File: src/rtl/dram_addr_pkg.sv
package dram_addr_pkg;
  typedef struct packed {
    logic loadX;
    logic loadY;
    logic advance;
  } ptrCtrl_t;
endpackage

File: src/rtl/dram_addr_ctrl.sv
module dram_addr_ctrl
  import dram_addr_pkg::*;
#(
  parameter int NUM_COLS  = 133,
  parameter int NUM_BANKS = 9,
  parameter int COL_W     = 8,
  parameter int BANK_W    = 4
) (
  input  logic              setXStb,
  input  logic [COL_W-1:0]  setXVal,
  input  logic              setYStb,
  input  logic [BANK_W-1:0] setYVal,
  input  logic              dataStb,
  output ptrCtrl_t          ctrl
);
  localparam logic [COL_W-1:0]  LAST_COL  = COL_W'(NUM_COLS - 1);
  localparam logic [BANK_W-1:0] LAST_BANK = BANK_W'(NUM_BANKS - 1);

  logic xInRange;
  logic yInRange;

  always_comb begin
    xInRange     = (setXVal <= LAST_COL);
    yInRange     = (setYVal <= LAST_BANK);
    ctrl.loadX   = setXStb && xInRange;
    ctrl.loadY   = setYStb && yInRange;
    ctrl.advance = dataStb && !setXStb && !setYStb;
  end
endmodule

File: src/rtl/dram_addr_path.sv
module dram_addr_path
  import dram_addr_pkg::*;
#(
  parameter int NUM_COLS  = 133,
  parameter int NUM_BANKS = 9,
  parameter int COL_W     = 8,
  parameter int BANK_W    = 4,
  parameter int DATA_W    = 8
) (
  input  logic              clk,
  input  logic              rstN,
  input  ptrCtrl_t          ctrl,
  input  logic [COL_W-1:0]  setXVal,
  input  logic [BANK_W-1:0] setYVal,
  input  logic              vertMode,
  input  logic [DATA_W-1:0] dataIn,
  output logic [BANK_W-1:0] bankPtr,
  output logic [COL_W-1:0]  colPtr,
  output logic [DATA_W-1:0] dataOut
);
  localparam logic [COL_W-1:0]  LAST_COL  = COL_W'(NUM_COLS - 1);
  localparam logic [BANK_W-1:0] LAST_BANK = BANK_W'(NUM_BANKS - 1);

  logic [COL_W-1:0]  colInc;
  logic [BANK_W-1:0] bankInc;
  logic              colAtEnd;
  logic              bankAtEnd;
  logic [COL_W-1:0]  colNext;
  logic [BANK_W-1:0] bankNext;

  always_comb begin
    colAtEnd  = (colPtr == LAST_COL);
    bankAtEnd = (bankPtr == LAST_BANK);
    colInc    = colAtEnd ? '0 : colPtr + 1'b1;
    bankInc   = bankAtEnd ? '0 : bankPtr + 1'b1;
    colNext   = colPtr;
    bankNext  = bankPtr;
    if (ctrl.advance) begin
      if (!vertMode) begin
        colNext = colInc;
        if (colAtEnd) bankNext = bankInc;
      end else begin
        bankNext = bankInc;
        if (bankAtEnd) colNext = colInc;
      end
    end
    if (ctrl.loadX) colNext = setXVal;
    if (ctrl.loadY) bankNext = setYVal;
  end

  always_ff @(posedge clk) begin
    if (!rstN) begin
      colPtr  <= '0;
      bankPtr <= '0;
    end else begin
      colPtr  <= colNext;
      bankPtr <= bankNext;
    end
  end

  // Icon bank keeps a single bit per column.
  generate
    if (DATA_W > 1) begin : g_iconMask
      always_comb begin
        dataOut = dataIn;
        if (bankPtr == LAST_BANK) dataOut[DATA_W-1:1] = '0;
      end
    end else begin : g_noMask
      always_comb dataOut = dataIn;
    end
  endgenerate

  // Pointers stay inside the legal space
  assert_col_range_R3: assert property (@(posedge clk) disable iff (!rstN)
    colPtr <= LAST_COL);
  assert_bank_range_R3: assert property (@(posedge clk) disable iff (!rstN)
    bankPtr <= LAST_BANK);

  // Horizontal stepping
  assert_hstep_R5: assert property (@(posedge clk) disable iff (!rstN)
    (ctrl.advance && !vertMode && !colAtEnd) |=>
      (colPtr == $past(colPtr) + 1'b1) && $stable(bankPtr));
  assert_hwrap_R5: assert property (@(posedge clk) disable iff (!rstN)
    (ctrl.advance && !vertMode && colAtEnd && !bankAtEnd) |=>
      (colPtr == '0) && (bankPtr == $past(bankPtr) + 1'b1));

  // Vertical stepping
  assert_vstep_R6: assert property (@(posedge clk) disable iff (!rstN)
    (ctrl.advance && vertMode && !bankAtEnd) |=>
      (bankPtr == $past(bankPtr) + 1'b1) && $stable(colPtr));
  assert_vwrap_R6: assert property (@(posedge clk) disable iff (!rstN)
    (ctrl.advance && vertMode && bankAtEnd && !colAtEnd) |=>
      (bankPtr == '0) && (colPtr == $past(colPtr) + 1'b1));

  // Idle cycles leave both pointers alone
  assert_hold_R8: assert property (@(posedge clk) disable iff (!rstN)
    (!ctrl.advance && !ctrl.loadX && !ctrl.loadY) |=>
      $stable(colPtr) && $stable(bankPtr));
endmodule

File: src/rtl/dram_addr_gen.sv
module dram_addr_gen
  import dram_addr_pkg::*;
#(
  parameter int NUM_COLS  = 133,
  parameter int NUM_BANKS = 9,
  parameter int XLOW_W    = 7,
  parameter int BANK_W    = 4,
  parameter int DATA_W    = 8
) (
  input  logic              clk,
  input  logic              rstN,
  input  logic              setXStb,
  input  logic [XLOW_W-1:0] setXLow,
  input  logic              setXMsb,
  input  logic              setYStb,
  input  logic [BANK_W-1:0] setYVal,
  input  logic              dataStb,
  input  logic [DATA_W-1:0] dataIn,
  input  logic              vertMode,
  output logic              ramWe,
  output logic [BANK_W-1:0] ramBank,
  output logic [XLOW_W:0]   ramCol,
  output logic [DATA_W-1:0] ramData
);
  localparam int COL_W = XLOW_W + 1;
  localparam logic [BANK_W-1:0] ICON_BANK = BANK_W'(NUM_BANKS - 1);

  ptrCtrl_t         ctrl;
  logic [COL_W-1:0] setXVal;

  assign setXVal = {setXMsb, setXLow};
  assign ramWe   = dataStb;

  dram_addr_ctrl #(
    .NUM_COLS(NUM_COLS), .NUM_BANKS(NUM_BANKS), .COL_W(COL_W), .BANK_W(BANK_W)
  ) u_ctrl (
    .setXStb(setXStb), .setXVal(setXVal), .setYStb(setYStb),
    .setYVal(setYVal), .dataStb(dataStb), .ctrl(ctrl)
  );

  dram_addr_path #(
    .NUM_COLS(NUM_COLS), .NUM_BANKS(NUM_BANKS), .COL_W(COL_W),
    .BANK_W(BANK_W), .DATA_W(DATA_W)
  ) u_path (
    .clk(clk), .rstN(rstN), .ctrl(ctrl), .setXVal(setXVal),
    .setYVal(setYVal), .vertMode(vertMode), .dataIn(dataIn),
    .bankPtr(ramBank), .colPtr(ramCol), .dataOut(ramData)
  );

  // Icon bank write carries bit 0 only
  assert_icon_mask_R7: assert property (@(posedge clk) disable iff (!rstN)
    (ramWe && ramBank == ICON_BANK) |->
      (ramData == DATA_W'(dataIn[0])));

  // Out-of-range bank load alone leaves the bank pointer unchanged
  assert_bad_bank_R3: assert property (@(posedge clk) disable iff (!rstN)
    (setYStb && setYVal > ICON_BANK && !dataStb) |=> $stable(ramBank));

  // Out-of-range column load alone leaves the column pointer unchanged
  assert_bad_col_R3: assert property (@(posedge clk) disable iff (!rstN)
    (setXStb && {setXMsb, setXLow} > COL_W'(NUM_COLS - 1) && !dataStb) |=>
      $stable(ramCol));
endmodule

File: config.mk
export PLATFORM = sky130hd
export DESIGN_NAME = dram_addr_gen
export DESIGN_NICKNAME = d
export VERILOG_FILES = /design/src/rtl/dram_addr_pkg.sv /design/src/rtl/dram_addr_ctrl.sv /design/src/rtl/dram_addr_path.sv /design/src/rtl/dram_addr_gen.sv
export SDC_FILE = /design/constraint.sdc
export NUM_CORES = 1
export LEC_CHECK = 0
export BUFFER_PORTS_ARGS = -buffer_cell sky130_fd_sc_hd__buf_2
export CAP_MARGIN = 30
export CORE_UTILIZATION = 45
export DETAILED_ROUTE_END_ITERATION = 10
export GPL_TIMING_DRIVEN = 1
export PLACE_DENSITY = 0.78
export SLEW_MARGIN = 0
export SYNTH_ARGS = -nofsm -noshare
export SYNTH_HDL_FRONTEND = slang
export SYNTH_HIERARCHICAL = 1
export SYNTH_SLANG_ARGS = --single-unit
File: constraint.sdc
create_clock -name clk -period 1.9 [get_ports clk]
set_input_delay 0.19 -clock clk [delete_from_list [all_inputs] [get_ports clk]]
set_output_delay 0.19 -clock clk [all_outputs]
set_load 0.01 [all_outputs]
==> flow_metrics.py <==
metrics = {
    "status": {
        "status": "finished clean",
    },
    "hold_path": {
        "min-delay-start": "setXLow[1]",
        "hp-class": "input port to flop",
    },
    "grt": {
        "antenna_found_initial": 0,
        "grt_pass1_wl_um": 3810,
        "track_usage": 0.239,
        "grt_overflow": 0,
        "first_global_vias": 864,
        "grt_start_max_net_pins": 18,
    },
    "power_and_ir_drop": {
        "leakage_nw": 0.566,
        "p_int_mw": 0.474,
        "power_frac_seq": 0.423,
        "power.density_nw_per_um2": 563,
        "finalPower_mw": 0.695,
        "peakVddDrop_mv": 0.333,
        "pwr-share-clk": 0.309,
        "p_switching_mw": 0.221,
        "combPwrFrac": 0.268,
        "switching_share": 0.318,
    },
    "drt": {
        "avgRoutedWirePerCell_um": 13.9,
        "routed_wirelength_um": 2670,
        "drt_iter0_markers": 53,
        "drt-vias-per-instance": 5.84,
        "ant_nets": 0,
        "drc": 0,
        "dr.pass1.iters": 5,
        "num_vias": 1121,
    },
    "final_layout": {
        "drive_gt1_frac": 0.394,
        "antenna_cells": 0,
        "finalNetCount": 196,
        "final_cell_count_no_fill": 192,
        "multi_input_area_um2": 641,
        "register_area_um2": 240,
        "area_delta_synth_final_pct": 30.6,
        "fill_cells": 189,
        "fin_area_um2": 1230,
    },
    "logic_synthesis": {
        "synthArstFlopShare": 0,
        "synth.yosys.seq_area_share": 0.254,
        "yosysUniqueCellTypes": 40,
        "synth_simple_gate_area_frac": 0.298,
        "synth_nets": 149,
        "synthAdderAreaFrac": 0.0529,
        "synth_compound_area_frac": 0.286,
        "ys.flop_type": "dfxtp_1",
        "synth_area_per_cell_um2": 7.95,
        "yosys_warnings": 6,
        "syn_inst": 119,
        "synth_top_family_by_area": "simple AND/OR/NAND/NOR gates",
        "synth_xor_area_frac": 0,
        "synth_area_um2": 946,
        "synth-edff-count": 0,
        "yosys-mux-area-fraction": 0.0344,
        "ys_ff_latch": 12,
    },
    "timing": {
        "worst_pin_slew_ps": 389,
        "fin_skew_ps": 7.25,
        "setup_viol": 0,
        "final.period_utilization": 0.943,
        "final_hold_viol_count": 0,
        "fin_tns_setup_ps": 0,
        "slew_headroom": 0.741,
        "drv_slew": 0,
        "rsz0062_at_grt": "false",
        "timing.fmax_mhz": 558,
        "period_minus_slack_ps": 1790,
    },
    "die": {
        "core_um2": 1960,
        "die_area_um2": 2290,
        "pin_count": 47,
        "die_h_um": 47.8,
        "die_w_um": 47.8,
        "start_util": 0.482,
        "rows": 16,
    },
    "place": {
        "place_inst": 188,
        "dpl-instance-area_um2": 1190,
        "portBuffers": 44,
        "gp_congestion": 0.893,
        "dp_hpwl_um": 2030,
    },
    "clock_tree": {
        "clk_pin_slew_ps": 90,
        "clkSinkCount": 12,
        "post_cts_buffers": 0,
        "clock_latency_ps": 280,
        "clk_path_buf_depth": 2,
        "cts_inserted_buffers": 3,
        "ctsResizeCount": 0,
        "cts_tree": "done",
        "cts_hold_buf": 0,
        "htreeDepth": 1,
        "cts-root-buf": "clkbuf_4",
    },
    "worst_setup_path": {
        "end_kind": "flop",
        "worstSetupPathType": "flop to flop",
        "crit_arrival_ps": 2000,
        "cp.required_ps": 2110,
        "slowest_delay_ps": 490,
        "r2r-start": "u_path/bankPtr[0]$_SDFFE_PN0P_",
        "crit_slowest_cell": "or4_1",
        "startpoint": "u_path/bankPtr[0]$_SDFFE_PN0P_",
        "cp_cell_sequence": "inv_1 > ha_1 > nand3b_4 > a21bo_1 > or4_1 > a31oi_1",
        "cp_max_fo": 10,
        "start_kind": "flop",
    },
    "run": {
        "maxCapViolCount": 0,
    },
}
## worst max-delay path, delay by kind of cell, from the launching register on
family	cells	cell delay, ps
adder cells (fa/ha/maj)	1	250
AND/OR/NAND/NOR	2	630
buffers and inverters	1	100
flip-flops	1	350
AO/OA/AOI/OAI	2	390
## routing by layer
layer,track usage,up-vias,share of wire
met5,0,-,0
met4,0.0833,0,0.0056
met3,0.0453,2,0.091
met2,0.365,65,0.49
met1,0.335,515,0.42
li1,-,539,-
## final timing paths
kind | to | slack (ps) | cells past startpoint
worst max-delay path | u_path/colPtr[3]$_SDFFE_PN0P_ | 110 | 6
worst min-delay path | u_path/colPtr[1]$_SDFFE_PN0P_ | 200 | 3
worst max register to register | u_path/colPtr[3]$_SDFFE_PN0P_ | 110 | 6
worst min register to register | u_path/colPtr[7]$_SDFFE_PN0P_ | 550 | 2
## synth_stat cells (all sizes together) (2+ instances only)
cell     n  area, um2
a41oi    2       17.5
a32o     2       20.0
a211oi   2       15.0
clkbuf   3       11.3
mux2     2       22.5
nand2b   2       12.5
and2     9       65.1
ha       4       50.1
and3     3       18.8
a31oi    4       25.0
nor4     2       12.5
nand4    2       12.5
a21oi    6       30.0
nand2    8       30.0
buf      3       26.3
o21ai   12       60.1
nand3   11       55.1
inv      9       33.8
nor2b    3       18.8
dfxtp   12        240
## area by class of cell
| type | instances | share of cell area |
|---|---|---|
| Multi-Input combinational cell | 92 | 0.519 |
| Timing Repair Buffer | 48 | 0.203 |
| Clock buffer | 4 | 0.0294 |
| Tap cell | 27 | 0.0274 |
| Sequential cell | 12 | 0.195 |
| Inverter | 9 | 0.0274 |
## flip-flops by register name, summed over array words and instances, names as in the netlist
| register | count |
|---|---|
| u_path/bankPtr | 4 |
| u_path/colPtr | 8 |
## cells by family after synthesis
kind of cell / after synthesis
adders and majority gates: 4
AOI/OAI and AO/OA: 39
muxes: 3
DFF: 12
and+or+nand+nor: 46
buffers and inverters: 15
## power groups by stage
stage / combinational [mW] / clock, mW / sequential [mW]
after floorplan: 0.102 / 0 / 0.302
after global placement: 0.178 / 0 / 0.298
after detailed placement: 0.182 / 0 / 0.299
after CTS: 0.183 / 0.218 / 0.293
after global routing: 0.206 / 0.237 / 0.298
final: 0.186 / 0.215 / 0.294
## per-stage QoR
step / hold slack (ps) / setup slack, ps / utilization
2_1_floorplan: 349 / 96.5 / -
3_3_place_gp: 380 / 145 / 0.608
3_5_place_dp: 380 / 62.9 / 0.608
4_1_cts: 186 / 26.8 / 0.626
5_1_grt: 199 / 17.6 / 0.629
6_report: 195 / 109 / 0.629
## cell usage in the layout (no fill, tap or decap), drive strengths merged
cell / Yosys / routed
a31oi: 4 / 4
a41oi: 2 / 2
o21a: 1 / 1
dfxtp: 12 / 12
o2bb2ai: 1 / 1
nor3b: 1 / 1
nand3: 11 / 11
o21ai: 12 / 12
mux2i: 1 / 1
mux2: 2 / 2
nand4: 2 / 2
nor2b: 3 / 3
ha: 4 / 4
inv: 9 / 9
nand2b: 2 / 2
a41o: 1 / 1
o41ai: 1 / 1
nor4b: 1 / 1
a311oi: 1 / 1
o31ai: 1 / 1
a21boi: 1 / 1
and3: 3 / 3
nand3b: 1 / 1
nor2: 1 / 1
a22o: 1 / 1
clkbuf: 3 / 4
o211ai: 1 / 1
a21oi: 6 / 6
or4: 1 / 1
a211oi: 2 / 2
buf: 3 / 48
o31a: 1 / 1
and4: 1 / 1
nor4: 2 / 2
a32o: 2 / 2
and2: 9 / 9
nand2: 8 / 8
a21bo: 1 / 1
No activity file was read; power rests on OpenSTA's default activity.
